==> src/rtl/xbus_seq.sv <==
module xbus_seq #(
  parameter int CLKS_PER_STATE = 2,
  parameter int STATES         = 6,
  parameter int RST_MCYC       = 2,
  parameter int ROM_TOP        = 16384
) (
  input  logic        clk,
  input  logic        rst_in,
  input  logic        ea_in,
  input  logic        fetch_req,
  input  logic [15:0] pc,
  input  logic        dreq,
  input  logic        dwrite,
  input  logic        dwide,
  input  logic [15:0] daddr,
  input  logic [7:0]  wdata,
  input  logic [7:0]  p2_reg,
  input  logic [7:0]  p0_in,
  output logic        ale,
  output logic        psen_n,
  output logic        rd_n,
  output logic        wr_n,
  output logic [7:0]  p0_out,
  output logic        p0_oe,
  output logic [7:0]  p2_out,
  output logic        p2_oe,
  output logic [7:0]  cap_byte,
  output logic        code_valid,
  output logic        data_valid,
  output logic        taken,
  output logic        int_fetch
);
  localparam int MC       = CLKS_PER_STATE * STATES;
  localparam int PW       = $clog2(MC);
  localparam int SW       = $clog2(STATES);
  localparam int RST_CLKS = RST_MCYC * MC;
  localparam int RCW      = $clog2(RST_CLKS);
  localparam logic [PW-1:0] LAST   = PW'(MC - 1);
  localparam logic [PW-1:0] F1_END = PW'(3 * CLKS_PER_STATE - 1);
  localparam logic [PW-1:0] RD_END = PW'(5 * CLKS_PER_STATE - 1);
  localparam logic [1:0] K_IDLE = 2'd0, K_FI = 2'd1, K_FX = 2'd2, K_DAT = 2'd3;

  logic [RCW-1:0] rcnt;
  logic           rst_int, ea_lat;
  logic [PW-1:0]  ph;
  logic [SW-1:0]  st;
  logic [1:0]     cyc;
  logic [15:0]    pcl, a, faddr;
  logic [7:0]     wd, p2l;
  logic           wr, wide, dat, fx, live;

  always_ff @(posedge clk) begin
    if (!rst_in) rcnt <= '0;
    else if (rcnt != RCW'(RST_CLKS - 1)) rcnt <= rcnt + 1'b1;
    rst_int <= rst_in & (rst_int | (rcnt == RCW'(RST_CLKS - 1)));
    if (rst_int & !rst_in) ea_lat <= ea_in;
  end

  always_ff @(posedge clk) begin
    if (rst_int) begin
      ph <= '0;
      cyc <= K_IDLE;
      taken <= 1'b0;
      code_valid <= 1'b0;
      data_valid <= 1'b0;
    end else begin
      ph <= (ph == LAST) ? '0 : ph + 1'b1;
      taken <= 1'b0;
      code_valid <= 1'b0;
      data_valid <= 1'b0;
      if (ph == LAST) begin
        if (dreq) begin
          cyc <= K_DAT;
          a <= daddr;
          wr <= dwrite;
          wide <= dwide;
          wd <= wdata;
          p2l <= p2_reg;
          taken <= 1'b1;
        end else if (fetch_req) begin
          cyc <= (!ea_lat || 32'(pc) >= ROM_TOP) ? K_FX : K_FI;
          pcl <= pc;
          taken <= 1'b1;
        end else begin
          cyc <= K_IDLE;
        end
      end
      if (dat && !wr && ph == RD_END) begin
        cap_byte <= p0_in;
        data_valid <= 1'b1;
      end
      if (fx && (ph == F1_END || ph == LAST)) begin
        cap_byte <= p0_in;
        code_valid <= 1'b1;
      end
    end
  end

  assign st        = SW'(ph / PW'(CLKS_PER_STATE));
  assign live      = !rst_int;
  assign dat       = cyc == K_DAT;
  assign fx        = cyc == K_FX;
  assign int_fetch = live && cyc == K_FI;
  assign faddr     = pcl + 16'(st >= SW'(3));
  assign ale       = live && (st == '0 || (st == SW'(3) && !dat));
  assign psen_n    = !(live && fx && st != '0 && st != SW'(3));
  assign rd_n      = !(live && dat && !wr && st >= SW'(1) && st <= SW'(4));
  assign wr_n      = !(live && dat && wr && st >= SW'(1) && st <= SW'(4));
  assign p0_oe     = live && ((ale && (fx || dat)) || (dat && wr));
  assign p0_out    = fx ? faddr[7:0] : (dat && st != '0) ? wd : a[7:0];
  assign p2_oe     = live && (fx || dat);
  assign p2_out    = fx ? faddr[15:8] : !dat ? p2_reg : wide ? a[15:8] : p2l;

  AST_RST_QUIET: assert property (@(posedge clk)
    rst_int |-> (!ale && psen_n && rd_n && wr_n && !p0_oe && !p2_oe));
  AST_ALE_WIDTH: assert property (@(posedge clk) disable iff (rst_int)
    $rose(ale) |=> ale);
  AST_ALE_QUIET: assert property (@(posedge clk) disable iff (rst_int)
    (!rd_n || !wr_n) |-> !ale);
  AST_ONE_STROBE: assert property (@(posedge clk) disable iff (rst_int)
    $onehot0({!psen_n, !rd_n, !wr_n}));
  AST_P0_FLOAT: assert property (@(posedge clk) disable iff (rst_int)
    (!rd_n || !psen_n) |-> !p0_oe);
  AST_DATA_CAP: assert property (@(posedge clk) disable iff (rst_int)
    data_valid |-> (rd_n && !$past(rd_n)));
  AST_CODE_CAP: assert property (@(posedge clk) disable iff (rst_int)
    code_valid |-> (psen_n && !$past(psen_n)));
  AST_EA_HOLD: assert property (@(posedge clk) disable iff (rst_int)
    !$past(rst_int) |-> $stable(ea_lat));
  AST_TAKEN_PH0: assert property (@(posedge clk) disable iff (rst_int)
    taken |-> (ale && $past(ale) == 1'b0));
endmodule

==> config.mk <==
export PLATFORM = sky130hd
export DESIGN_NAME = xbus_seq
export DESIGN_NICKNAME = d
export VERILOG_FILES = /design/src/rtl/xbus_seq.sv
export SDC_FILE = /design/constraint.sdc
export NUM_CORES = 1
export LEC_CHECK = 0
export ABC_AREA = 1
export BUFFER_PORTS_ARGS = -buffer_cell sky130_fd_sc_hd__buf_2
export CAP_MARGIN = 20
export CORE_MARGIN = 2
export CORE_UTILIZATION = 30
export DETAILED_ROUTE_END_ITERATION = 16
export HOLD_SLACK_MARGIN = 0.06
export PLACE_DENSITY = 0.61
export SETUP_SLACK_MARGIN = 0.05
export SLEW_MARGIN = 10
export SYNTH_ARGS = -nofsm -noshare
export SYNTH_HDL_FRONTEND = slang
export SYNTH_SLANG_ARGS = --single-unit
==> constraint.sdc <==
create_clock -name clk -period 2.8 [get_ports clk]
set_clock_uncertainty 0.05 [all_clocks]
set_input_delay 0.14 -clock clk [delete_from_list [all_inputs] [get_ports clk]]
set_output_delay 0.14 -clock clk [all_outputs]
set_load 0.01 [all_outputs]
# Word level (Yosys, flattened, before mapping)
# Cells that the tools add are included.
[totals] wordCells=94 regBits=74 out_inout_bits=34
[op_classes] n_addsub=3 n_eq_ne=10 n_bitwise=6 n_mux=14 order_cmp=4 n_reduce_logical=42
[ops] operator="$mux W8" n=7
[ops] operator="$logic_and A1 B1 Y1" n=21
[ops] operator="$add A16 B1 Y16" n=1
[ops] operator="$ge A16 B15 Y1 const B" n=1
[ops] operator="$eq A4 B4 Y1 const B" n=2
[ops] operator="$logic_not A1 Y1" n=8
[ops] operator="$mux W2" n=3
[ops] operator="$add A5 B1 Y5 const B" n=1
[ops] operator="$eq A5 B5 Y1 const B" n=1
[ops] operator="$logic_or A1 B1 Y1" n=5
[ops] operator="$ne A5 B5 Y1 const B" n=1
[ops] operator="$add A4 B1 Y4 const B" n=1
[ops] operator="$eq A2 B2 Y1 const B" n=2
[ops] operator="$eq A4 B3 Y1 const B" n=1
[ops] operator="$mux W1" n=4
[ops] operator="$reduce_and A4 Y1" n=1
[ops] operator="$reduce_or A2 Y1" n=2
[ops] operator="$eq A3 B2 Y1 const B" n=1
[ops] operator="$ge A3 B1 Y1 const B" n=1
[ops] operator="$ge A3 B2 Y1 const B" n=1
[ops] operator="$le A3 B3 Y1 const B" n=1
[ops] operator="$logic_not A3 Y1" n=1
[ops] operator="$ne A3 B2 Y1 const B" n=1
[ops] operator="$not A1 Y1" n=3
[ops] operator="other kinds (7)" n=8

# Depth between registers and ports, before layout
# Gate-level depths: netlist of the first run.
[depth] ltp_word=8 mapped_depth=12 mapped_depth_nobuf=12

# Worst setup path before layout of the first run
# Ideal clock, no wire load.
[synth_timing] path_type="register -> register" startpoint="register ph[1]" endpoint="register pcl[0] (enable)" path_buffers=0 arrival_time_ns=1.643 path_stages_with_launch=6 period_less_slack_ns=2.082 setup_slack_ns=0.718 setup_time_ns=0.389 cell_sequence="dfxtp_1 > ha_1 > nand3_2 > nor2_1 > nand2_1 > nor2_1"
[synth_between] elab_chain_cells=2
[synth_lines] item="start: declaration" line_no="45" rtl="logic [PW-1:0] ph;"
[synth_lines] item="start signal: assignment" line_no="67" rtl="ph <= (ph == LAST) ? '0 : ph + 1'b1;"
[synth_lines] item="$eq A4 B4 Y1" line_no="71" rtl="if (ph == LAST) begin"
[synth_lines] item="$reduce_and A4 Y1 (no line)"
[synth_lines] item="end signal: assignment" line_no="82" rtl="pcl <= pc;"
[synth_lines] item="end: declaration" line_no="48" rtl="logic [15:0] pcl, a, faddr;"
# Every way passes these cells.
# A chain may end at the register's enable or synchronous reset.

# Final worst setup path of the first run
[layout_timing] startpoint="register ph[2]" endpoint="output port p2_out[2]"
[layout_between] elab_chain_cells=3
[layout_lines] item="$ge A3 B2 Y1" line_no="104" rtl="assign faddr = pcl + 16'(st >= SW'(3));"
[layout_lines] item="$add A16 B1 Y16" line_no="104"
[layout_lines] item="$mux W8" line_no="112" rtl="assign p2_out = fx ? faddr[15:8] : !dat ? p2_reg : wide ? a[15:8] : p2l;"
[layout_lines] item="end: declaration" line_no="25" rtl="output logic [7:0] p2_out,"
# Every way passes these cells.

==> Implementation_results.wiki, run 1 <==
{| class="wikitable"
! Metric !! Value
|-
| Top cells by area, synth || sky130_fd_sc_hd__edfxtp_1 54%, sky130_fd_sc_hd__dfxtp_1 9.2%, sky130_fd_sc_hd__nand2_1 7.7%
|-
| Net count of the finished layout || about 560
|-
| Proportion of power drawn by combinational gates || about 35%
|-
| Count of buffers from port buffering || 96
|-
| Utilization after layout || roughly 44%
|-
| Worst setup SP type || flip-flop
|-
| Height of the chip || between 100 and 150 um
|-
| TritonCTS Buffers || 9
|-
| Die footprint || 11700 sq um
|-
| Combinational family with the most area after synthesis || simple AND/OR/NAND/NOR gates
|-
| Average cell area after synthesis || a little over 10 sq um
|-
| Total number of clock tree sinks || 74
|-
| DRC viols || 0
|-
| Worst vdd ir || slightly below 0.0003 V
|-
| Minimum period implied by the final worst setup slack || between 2 and 2.5 ns
|-
| Top-level port count || 97
|-
| Post-Syn Area || around 3300 sq um
|-
| Standby leakage power || 2.00 nW
|-
| Number of hold violations in the final report || 0
|-
| Row count || 38
|-
| Post-synthesis mux area share || 0%
|-
| Clock group share of total power || a little over a fifth
|-
| Vias after detailed routing || ~2800
|-
| Chip width || between 100 and 150 um
|-
| Pre-CTS setup slack || 0.710 ns
|-
| Endpoints failing setup || 0
|-
| Max frequency || about 400 MHz
|-
| Share of flip-flops with an asynchronous set or reset || 0%
|-
| Maximum level of the CTS H-tree || 3
|-
| Buffer cell driving the clock tree root || sky130_fd_sc_hd__clkbuf_8
|-
| Grt ovf || 0
|-
| Slowest cell on crit path || sky130_fd_sc_hd__dfxtp_1
|-
| Final Routed Wirelength || just over 8000 um
|-
| TritonCTS clock tree || done
|-
| Buffer count from post-CTS setup fixing || 0
|-
| Gate count after technology mapping || around 320
|-
| Net Switching || between 1 and 1.5 mW
|-
| Reported max-cap violation count || 0
|-
| Area after detailed placement || between 3000 and 4000 sq um
|-
| Cts repair resizes || 0
|-
| Launch instance of the worst register-to-register path || ph[1]
|-
| Vias in the first global route || 2725
|-
| Crit path required time || around 2.6 ns
|-
| Flop and latch count out of synthesis || 74
|-
| Category of the critical setup timing path || flip-flop to output port
|-
| Layout Area Growth over Synthesis || 44.9%
|-
| Power density cells || just over 700 nW/um^2
|-
| Finished Cell Area || 4720 sq um
|-
| Worst min-delay path startpoint || rcnt[4]
|-
| CP dominant cell by count || sky130_fd_sc_hd__nand2_1
|-
| Biggest area consumer among synthesized cells || sky130_fd_sc_hd__edfxtp_1
|-
| Avg WL per Cell || 12.8 um
|-
| Largest net degree at the start of global routing || 19
|-
| Tot GR Track Use || 14.2%
|-
| Source of the critical timing path || ph[2]
|-
| Setup repair after global routing missed its margin || no
|-
| Count leader, synth || sky130_fd_sc_hd__nand2_1
|-
| Internal power consumption || between 2 and 2.5 mW
|-
| Adder-cell share of the synthesized area || between 1.5 and 2%
|-
| Data arrival time of the critical path || around 2.3 ns
|-
| Crit path max fanout || 6
|-
| Latest clock arrival within the worst-skew pair || around 0.33 ns
|-
| Initial antenna violation count || 0
|-
| Synth warnings || 0
|-
| Number of nets with antenna violations after routing || 0
|-
| Max Slew Vio Count || 0
|-
| Share of power burned in registers || between 40% and 50%
|-
| Initial core utilization || 30.4%
|-
| Post-Synth XOR/XNOR Area || approximately 1.1%
|-
| Core ar. || between 10000 and 15000 sq um
|-
| Share of cells above drive strength 1 || 26.4%
|-
| Crit path setup slack, layout || 0.351 ns
|-
| Number of unique standard cell types used by synthesis || 35
|-
| Detailed-placement wirelength estimate || between 5000 and 6000 um
|-
| Delay of the slowest cell on the worst path || between 0.4 and 0.5 ns
|-
| Final Hold Slack || approximately 0.42 ns
|-
| Total negative slack for setup checks || 0 ns
|-
| Worst rel slew slack || about three quarters
|-
| Filler cell count || 1030
|-
| Post-route clock period utilization || 87.5%
|-
| Tightest Pin Transition || approximately 0.37 ns
|-
| Sequential fraction of the synthesis area || between 60% and 70%
|-
| Share of the synthesized area in compound gates (AO/OA/AOI/OAI) || slightly above 10%
|-
| Basic-gate share of the synthesized area counting and, or, nand and nor cells || between 10% and 20%
|-
| Clock transition time at the flip-flop clock pins of the worst setup and hold paths || ~0.08 ns
|-
| Number of antenna repair diodes || 0
|-
| Series of cell instances along the critical path || nand2_1 > nand2_1 > ha_1 > ha_1 > nand2_1 > nor2_1 > nand2_1 > nor2_1 > nand2_1 > nand3_1 > nand2_1 > buf_2
|-
| Starting DRC count in detailed routing || 138
|-
| Commonest cells post-synth || 67 x sky130_fd_sc_hd__nand2_1, 59 x sky130_fd_sc_hd__edfxtp_1, 31 x sky130_fd_sc_hd__nor2_1
|-
| Number of flops mapped to enable cells by yosys || a little under 60
|-
| Post-synthesis net count || 385
|-
| Detailed-router iteration count before antenna repair || 4
|-
| Worst-case clock buffer depth || 2
|-
| Global-route wire length before repair || 12800 um
|-
| Final weighted congestion of routability-driven global placement || about 0.83
|-
| Path type of the worst min-delay path || flip-flop to flip-flop
|-
| Synth top area share || between 50% and 60%
|-
| Via density || roughly 4.4
|-
| Most used DFF post-synth || sky130_fd_sc_hd__edfxtp_1
|-
| Fraction of power spent switching nets || 36.2%
|-
| Run status || finished clean
|-
| Kind of end point of the critical path || output port
|}
[layout by cell type, fill, tap and decap left out, types with 4 or more instances in the layout]
master                          count
sky130_fd_sc_hd__nand2_1           67
sky130_fd_sc_hd__edfxtp_1          59
sky130_fd_sc_hd__nor3_1             4
sky130_fd_sc_hd__nand3_1           21
sky130_fd_sc_hd__dlygate4sd3_1     63
sky130_fd_sc_hd__ha_1               5
sky130_fd_sc_hd__a21oi_1           27
sky130_fd_sc_hd__inv_1             29
sky130_fd_sc_hd__nor2_1            31
sky130_fd_sc_hd__buf_2             96
sky130_fd_sc_hd__o21ai_0           17
sky130_fd_sc_hd__dfxtp_1           15
sky130_fd_sc_hd__o21ai_1            6
sky130_fd_sc_hd__buf_4              5
sky130_fd_sc_hd__clkbuf_8           9
[what timing repair did]
action | CTS | global route
endpoints found under the setup margin | 0 | 0
hold buffers | 63 | 0
endpoints found under the hold margin | 67 | 0
[metrics by stage]
step	std cells	total power, mW
final	632	3.33
after CTS	632	3.38
after floorplan	317	2.13
after global routing	632	3.57
after detailed placement	553	2.58
after global placement	553	2.56
[final timing paths]
check	to	cells after the start	slack, ns
worst max register to register	taken	6	1.00
worst min register to register	rcnt[4]	2	0.42
worst min-delay path	rcnt[4]	2	0.42
worst max-delay path	p2_out[2]	12	0.35
[flip-flops by register name, summed over array words and instances (netlist names)]
| name | flops |
|---|---|
| ph | 4 |
| cap_byte | 8 |
| rcnt | 5 |
| pcl | 16 |
| wide | 1 |
| data_valid | 1 |
| wr | 1 |
| taken | 1 |
| a | 16 |
| cyc | 2 |
| p2l | 8 |
| ea_lat | 1 |
| rst_int | 1 |
| code_valid | 1 |
| wd | 8 |
[power groups by stage]
stage / clock network (mW) / registers, mW / logic (mW)
after floorplan: 0 / 1.44 / 0.687
after global placement: 0 / 1.44 / 1.11
after detailed placement: 0 / 1.45 / 1.13
after CTS: 0.753 / 1.43 / 1.20
after global routing: 0.799 / 1.44 / 1.32
final: 0.722 / 1.43 / 1.18
[per-layer routing]
| metal | up-vias | part of all wire (%) | GRT usage, % |
|---|---|---|---|
| met5 | - | 0 | 0 |
| met4 | 0 | 0.49 | 5.13 |
| met3 | 4 | 4.7 | 2.47 |
| met2 | 82 | 47 | 23.5 |
| met1 | 1253 | 47 | 18.9 |
| li1 | 1429 | - | - |
[logic make-up after synthesis]
group | after synthesis
buffers and inverters | 38
AO/OA/AOI/OAI | 61
XOR/XNOR | 4
adder cells (fa/ha/maj) | 5
AND/OR/NAND/NOR | 135
flip-flops | 74
[critical path: cells and delay by family, from the launching register on]
family / cells / cell delay [ns]
buf+inv: 1 / 0.14
simple gates: 9 / 0.90
flops: 1 / 0.49
fa+ha+maj: 2 / 0.40
[final cells by class]
cell class	count	area, sq um	share of cell area (%)
Clock inverter	6	43.8	0.929
Inverter	33	125	2.65
Tap cell	140	175	3.71
Clock buffer	10	128	2.71
Timing Repair Buffer	164	1150	24.4
Sequential cell	74	2070	43.9
Multi-Input combinational cell	205	1020	21.7
No activity file was read; power rests on OpenSTA's default activity.
==> run 2, diff against run 1 <==
Settings changed: CAP_MARGIN 20 to 5, GPL_TIMING_DRIVEN set to 0.
==> run 2 against run 1 <==
Net effect:
- largest power group unchanged
- final cell count did not move
- wire length rose by 2.1%
- clock power fell by 2%
- highest routed layer unchanged
- global-route usage rose by 0.50 points
==> Implementation_results.wiki, run 2 (synthesized netlist as in run 1, its figures left out) <==
{| class="wikitable"
! Metric !! Value
|-
| Multi-input logic area || 1030 sq um (+0.24%)
|-
| Worst setup SP type || flip-flop
|-
| Crit path max fanout || 7 (+1)
|-
| Vias after detailed routing || 2821 (+1.9%)
|-
| Slowest cell on crit path || sky130_fd_sc_hd__dfxtp_1
|-
| Top cell family by delay on the critical path || simple AND/OR/NAND/NOR gates
|-
| Area after detailed placement || 3910 sq um (about the same)
|-
| Initial antenna violation count || 0 (unchanged)
|-
| Most common cell after layout, fill and taps aside || sky130_fd_sc_hd__buf_2
|-
| Crit path required time || 2.61 ns (about the same)
|-
| Avg WL per Cell || 13.1 um (+2.1%)
|-
| Number of hold violations in the final report || 0 (unchanged)
|-
| Share of cells above drive strength 1 || 26.8% (+0.41 points)
|-
| Minimum period implied by the final worst setup slack || 2.46 ns (+0.00812 ns)
|-
| Post-route clock period utilization || 87.8% (+0.29 points)
|-
| CP dominant cell by count || sky130_fd_sc_hd__nand2_1
|-
| Final Routed Wirelength || 8280 um (+2.1%)
|-
| Chip width || 108 um (unchanged)
|-
| Category of the critical setup timing path || flip-flop to output port
|-
| Crit path setup slack, layout || 0.343 ns (-0.00812 ns)
|-
| Initial core utilization || 30.4% (unchanged)
|-
| Reported max-cap violation count || 0 (unchanged)
|-
| DRC viols || 0 (unchanged)
|-
| Height of the chip || 108 um (unchanged)
|-
| Final Hold Slack || 0.420 ns (+0.00175 ns)
|-
| Starting DRC count in detailed routing || 124 (-10%)
|-
| Worst min-delay path startpoint || ph[0]
|-
| Pre-CTS setup slack || 0.604 ns (-0.106 ns)
|-
| Series of cell instances along the critical path || inv_2 > nand2_1 > ha_1 > ha_1 > nand2_1 > nor2_1 > nand2_1 > inv_1 > nand2_1 > nand2_1 > nand3_1 > nand2_1 > buf_2
|-
| Tot GR Track Use || 14.7% (+0.50 points)
|-
| Total negative slack for setup checks || 0 ns (unchanged)
|-
| Total number of clock tree sinks || 74 (unchanged)
|-
| Maximum level of the CTS H-tree || 3 (unchanged)
|-
| Global-route wire length before repair || 13100 um (+2.2%)
|-
| Largest registers ranked by flip-flop count || a: 16 flops, pcl: 16 flops
|-
| Run status || finished clean
|-
| Largest net degree at the start of global routing || 36 (+17)
|-
| Grt ovf || 0 (unchanged)
|-
| Top-level port count || 97 (unchanged)
|-
| Launch instance of the worst register-to-register path || cyc[1]
|-
| Sequential cell area || 2070 sq um (+0.12%)
|-
| Power density cells || 710 nW/um^2 (+0.59%)
|-
| Number of antenna repair diodes || 0 (unchanged)
|-
| Source of the critical timing path || ph[3]
|-
| Tightest Pin Transition || 0.836 ns (+0.468 ns)
|-
| Buffer count from post-CTS setup fixing || 0 (unchanged)
|-
| Max frequency || 407 MHz (-0.33%)
|-
| Data arrival time of the critical path || 2.27 ns (about the same)
|-
| Buffer cell driving the clock tree root || sky130_fd_sc_hd__clkbuf_8
|-
| Row count || 38 (unchanged)
|-
| Latest clock arrival within the worst-skew pair || 0.34 ns (about the same)
|-
| Net count of the finished layout || 555 (unchanged)
|-
| Kind of end point of the critical path || output port
|-
| Worst rel slew slack || 44.2% (-31 points)
|-
| Die footprint || 11700 sq um (unchanged)
|-
| Vias in the first global route || 2867 (+5.2%)
|-
| Worst-case clock buffer depth || 2 (unchanged)
|-
| Endpoints failing setup || 0 (unchanged)
|-
| Count of non-filler cells in the finished layout || 632 (unchanged)
|-
| Count of buffers from port buffering || 96 (unchanged)
|-
| Max Slew Vio Count || 0 (unchanged)
|-
| Via density || 4.46 (+1.9%)
|-
| Detailed-placement wirelength estimate || 5780 um (-1.4%)
|-
| Detailed-router iteration count before antenna repair || 4 (unchanged)
|-
| Setup repair after global routing missed its margin || no
|-
| Filler cell count || 1056 (+2.5%)
|-
| Utilization after layout || 44.0% (-0.082 points)
|-
| Layout Area Growth over Synthesis || 44.6%
|-
| Path type of the worst min-delay path || flip-flop to flip-flop
|-
| Worst vdd ir || 0.000327 V (+10%)
|-
| Finished Cell Area || 4710 sq um (-0.19%)
|-
| Highest-count cells in the layout ignoring fill and taps || 99 x sky130_fd_sc_hd__buf_2, 67 x sky130_fd_sc_hd__nand2_1, 63 x sky130_fd_sc_hd__dlygate4sd3_1
|-
| Standby leakage power || 1.98 nW (-1.1%)
|-
| Clock transition time at the flip-flop clock pins of the worst setup and hold paths || 0.07 ns (about the same)
|-
| TritonCTS clock tree || done
|-
| Delay of the slowest cell on the worst path || 0.40 ns (-0.09 ns)
|-
| Sum of internal, switching and leakage power || 3.34 mW (+0.40%)
|-
| DP Cell Count || 553 (unchanged)
|-
| Final weighted congestion of routability-driven global placement || 0.759 (-8.5%)
|-
| Number of nets with antenna violations after routing || 0 (unchanged)
|-
| Buffering stage count on the worst path with inverters included || 3 (+2)
|-
| TritonCTS Buffers || 9 (unchanged)
|-
| Core ar. || 10700 sq um (unchanged)
|}
run 2: changes by cell type in the layout (fill, tap and decap cells not counted), sizes merged:
cell,previous run,this run
clkinv,7,5
clkinvlp,1,3
run 2: path summary, 6_finish.rpt:
path,end,slack (ns),cells past startpoint
worst max register to register,cap_byte[7],0.65,5
worst max-delay path,p2_out[4],0.34,13
worst min-delay path,ph[0],0.42,1
worst min register to register,ph[0],0.42,1
run 2: what timing repair did:
item                       4_1_cts  5_1_grt
setup endpoints to repair        0        3
hold endpoints to repair        67        0
resized for setup                0        4
hold buffers                    63        0
run 2: cell type report:
cell class              instances  area share, %
multi-input cells             205           21.8
well taps                     140           3.72
clock inverters                 6          0.718
plain buffers                   5          0.718
repair buffers                159           23.6
inverters                      33           2.66
clock buffers                  10           2.71
flip-flops and latches         74           44.1
run 2: metal layers:
| metal | share of wire, % | wire length (um) | GRT usage [%] | up-vias |
|---|---|---|---|---|
| li1 | - | - | - | 1428 |
| met1 | 46 | 3770 | 17.7 | 1316 |
| met2 | 49 | 4030 | 26.1 | 68 |
| met3 | 4.3 | 356 | 2.47 | 9 |
| met4 | 1.4 | 120 | 6.04 | 0 |
| met5 | 0 | 0 | 0 | - |
run 2: where the power goes:
| part | total [mW] | switching (mW) | internal (mW) |
|---|---|---|---|
| logic | 1.20 | 0.723 | 0.482 |
| registers | 1.43 | 0.0945 | 1.33 |
| clock network | 0.707 | 0.394 | 0.313 |
run 2: worst register-to-register path, stage by stage, from the launching register on:
cell                      delay, ns
sky130_fd_sc_hd__dfxtp_1       0.45
sky130_fd_sc_hd__nand2_1       0.23
sky130_fd_sc_hd__inv_2         0.13
sky130_fd_sc_hd__buf_4         0.20
sky130_fd_sc_hd__nand2_1       0.09
sky130_fd_sc_hd__o22ai_1       0.63
==> run 3, diff against run 2 <==
Settings changed: CORE_UTILIZATION 30 to 51, HOLD_SLACK_MARGIN 0.06 to 0.15, PLACE_DENSITY 0.61 to 0.87.
==> run 3 against run 2 <==
Net effect:
- critical path depth unchanged
- flip-flop and latch count unchanged
- sequential share of layout area up 0.66 points
- final cell count down 10%
- global-route usage up 8.6 points
==> Implementation_results.wiki, run 3 (synthesized netlist as in run 1, its figures left out) <==
{| class="wikitable"
! Metric !! Value
|-
| TritonCTS clock tree || done
|-
| Largest net degree at the start of global routing || 36 (unchanged)
|-
| Worst min-delay path startpoint || rcnt[4]
|-
| Vias in the first global route || 2899 (+1.1%)
|-
| Met2 routed WL || 4180 um (+3.6%)
|-
| Crit path required time || 2.61 ns (about the same)
|-
| Tightest Pin Transition || 0.802 ns (-0.0346 ns)
|-
| Worst rel slew slack || 46.5% (+2.3 points)
|-
| Worst setup SP type || flip-flop
|-
| Endpoint of the worst register-to-register path || pcl[11]
|-
| Grt ovf || 0 (unchanged)
|-
| Final weighted congestion of routability-driven global placement || 0.906 (+19%)
|-
| Net count of the finished layout || 555 (unchanged)
|-
| Data arrival time of the critical path || 2.24 ns (-0.03 ns)
|-
| Delay of the slowest cell on the worst path || 0.44 ns (+0.04 ns)
|-
| Total negative slack for setup checks || 0 ns (unchanged)
|-
| Worst vdd ir || 0.000497 V (+52%)
|-
| Wire length the detailed router placed on met1 || 3300 um (-13%)
|-
| Buffer cell driving the clock tree root || sky130_fd_sc_hd__clkbuf_8
|-
| Reported max-cap violation count || 0 (unchanged)
|-
| Endpoints failing setup || 0 (unchanged)
|-
| Kind of end point of the critical path || output port
|-
| Buffer count from post-CTS setup fixing || 0 (unchanged)
|-
| Die footprint || 7040 sq um (-40%)
|-
| Number of hold violations in the final report || 0 (unchanged)
|-
| Power density cells || 721 nW/um^2 (+1.6%)
|-
| Number of nets with antenna violations after routing || 0 (unchanged)
|-
| Series of cell instances along the critical path || nand2_1 > nand2_1 > ha_1 > ha_1 > nand2_1 > nor2_1 > nand2_1 > inv_1 > nand2_1 > nand2_1 > nand3_1 > nand2_1 > buf_2
|-
| Global-route wire length before repair || 12700 um (-2.9%)
|-
| Top cell family by delay on the critical path || simple AND/OR/NAND/NOR gates
|-
| Starting DRC count in detailed routing || 163 (+31%)
|-
| Count of non-filler cells in the finished layout || 569 (-10%)
|-
| Highest-count cells in the layout ignoring fill and taps || 99 x sky130_fd_sc_hd__buf_2, 67 x sky130_fd_sc_hd__nand2_1, 63 x sky130_fd_sc_hd__dlygate4sd3_1
|-
| Largest registers ranked by flip-flop count || a: 16 flops, pcl: 16 flops
|-
| Latest clock arrival within the worst-skew pair || 0.34 ns (about the same)
|-
| DP Cell Count || 490 (-11%)
|-
| Slowest cell on crit path || sky130_fd_sc_hd__dfxtp_1
|-
| TritonCTS Buffers || 9 (unchanged)
|-
| Net Switching || 1.20 mW (-0.57%)
|-
| Max frequency || 412 MHz (+1.2%)
|-
| Detailed-placement wirelength estimate || 5130 um (-11%)
|-
| Number of antenna repair diodes || 0 (unchanged)
|-
| Initial antenna violation count || 0 (unchanged)
|-
| Setup repair after global routing missed its margin || no
|-
| Chip width || 83.9 um (-22%)
|-
| Path type of the worst min-delay path || flip-flop to flip-flop
|-
| CP dominant cell by count || sky130_fd_sc_hd__nand2_1
|-
| Layout Area Growth over Synthesis || 42.4%
|-
| Buffering stage count on the worst path with inverters included || 2 (-1)
|-
| Detailed-router iteration count before antenna repair || 4 (unchanged)
|-
| Capture endpoint of the worst hold path || rcnt[4]
|-
| DRC viols || 0 (unchanged)
|-
| Height of the chip || 83.9 um (-22%)
|-
| Initial core utilization || 51.8% (+21 points)
|-
| Tot GR Track Use || 23.3% (+8.6 points)
|-
| Register-to-Register Setup Slack || 0.69 ns (+0.04 ns)
|-
| Run status || finished clean
|-
| Maximum level of the CTS H-tree || 3 (unchanged)
|-
| Launch instance of the worst register-to-register path || ph[1]
|-
| Total number of clock tree sinks || 74 (unchanged)
|-
| Fraction of power spent switching nets || 36.0% (-0.22 points)
|-
| Share of power burned in registers || 42.7% (about the same)
|-
| Standby leakage power || 1.99 nW (+0.61%)
|-
| Logic depth of the worst register-to-register path || 5 (unchanged)
|-
| Worst-case clock buffer depth || 2 (unchanged)
|-
| Max Slew Vio Count || 0 (unchanged)
|-
| Top layer used by detailed routing || met4
|-
| Vias after detailed routing || 2913 (+3.3%)
|-
| Clock transition time at the flip-flop clock pins of the worst setup and hold paths || 0.08 ns (about the same)
|-
| Proportion of power drawn by combinational gates || 36.0% (about the same)
|-
| Row count || 29 (-24%)
|-
| Category of the critical setup timing path || flip-flop to output port
|-
| Minimum period implied by the final worst setup slack || 2.43 ns (-0.0288 ns)
|-
| Avg WL per Cell || 14.1 um (+7.8%)
|-
| Post-route clock period utilization || 86.7% (-1.0 points)
|-
| Clock group share of total power || 21.3% (about the same)
|-
| Count of buffers from port buffering || 96 (unchanged)
|-
| Top-level port count || 97 (unchanged)
|-
| Share of cells above drive strength 1 || 27.2% (+0.41 points)
|-
| Final Routed Wirelength || 8030 um (-3.0%)
|-
| Number of instances on the worst hold path || 2 (+1)
|-
| Core ar. || 6280 sq um (-41%)
|-
| Via density || 5.12 (+15%)
|-
| Internal power consumption || 2.14 mW (+0.39%)
|-
| Crit path max fanout || 5 (-2)
|-
| Most common cell after layout, fill and taps aside || sky130_fd_sc_hd__buf_2
|-
| Met3 wire len || 342 um (-3.9%)
|}
## run 3: changes by cell type in the layout (fill, tap and decap cells not counted), sizes merged
cell,delta
clkinv,-1
clkinvlp,-1
inv,+2
## run 3: worst min-delay path: stages (launching register included)
cell and delay (ns):
sky130_fd_sc_hd__dfxtp_1 0.32, sky130_fd_sc_hd__inv_1 0.06, sky130_fd_sc_hd__a21oi_1 0.06
## run 3: layout make-up
cell class,count,area [sq um]
Timing Repair Buffer,159,1110
Clock buffer,10,128
Clock inverter,6,41.3
Tap cell,77,96.3
Sequential cell,74,2070
Multi-Input combinational cell,205,1030
Inverter,33,125
Fill cell,435,1640
Buffer,5,33.8
## run 3: through the flow
step / utilization, % / hold slack [ns] / total power, mW / worst slack (ns) / area (sq um)
6_report: 73.8 / 0.424 / 3.34 / 0.372 / 4630
5_1_grt: 73.8 / 0.439 / 3.54 / 0.107 / 4630
4_1_cts: 73.8 / 0.427 / 3.33 / 0.296 / 4630
3_5_place_dp: 61.0 / 0.268 / 2.55 / 0.318 / 3830
3_3_place_gp: 61.0 / 0.266 / 2.52 / 0.362 / 3830
2_1_floorplan: - / 0.189 / 2.13 / 0.718 / 3250
## run 3: what timing repair did
action                                 in CTS  in global routing
endpoints found under the hold margin      69                  0
hold buffers                               63                  0
setup endpoints to repair                   0                  1
resized for setup                           0                  2
## run 3: routing by layer
metal	vias up	global-route usage [%]
met5	-	0
met4	0	11.1
met3	23	3.96
met2	103	41.5
met1	1358	27.3
li1	1429	-
## run 3: worst max-delay path by stage
stage,from,end,slack [ns],depth (start not counted)
final,ph[1],p2_out[4],0.37,13
after global routing,ph[3],p2_out[4],0.11,13
after CTS,ph[1],pcl[5],0.30,5
after detailed placement,ph[1],pcl[12],0.32,5
after global placement,ph[1],pcl[12],0.36,5
after floorplan,ph[1],pcl[0],0.72,5
## run 3: power by group through the flow
stage,registers [mW],logic [mW],clock network [mW]
floorplan,1.44,0.687,0
global placement,1.44,1.08,0
detailed placement,1.45,1.10,0
CTS,1.42,1.19,0.724
global route,1.44,1.32,0.781
finish,1.43,1.20,0.712
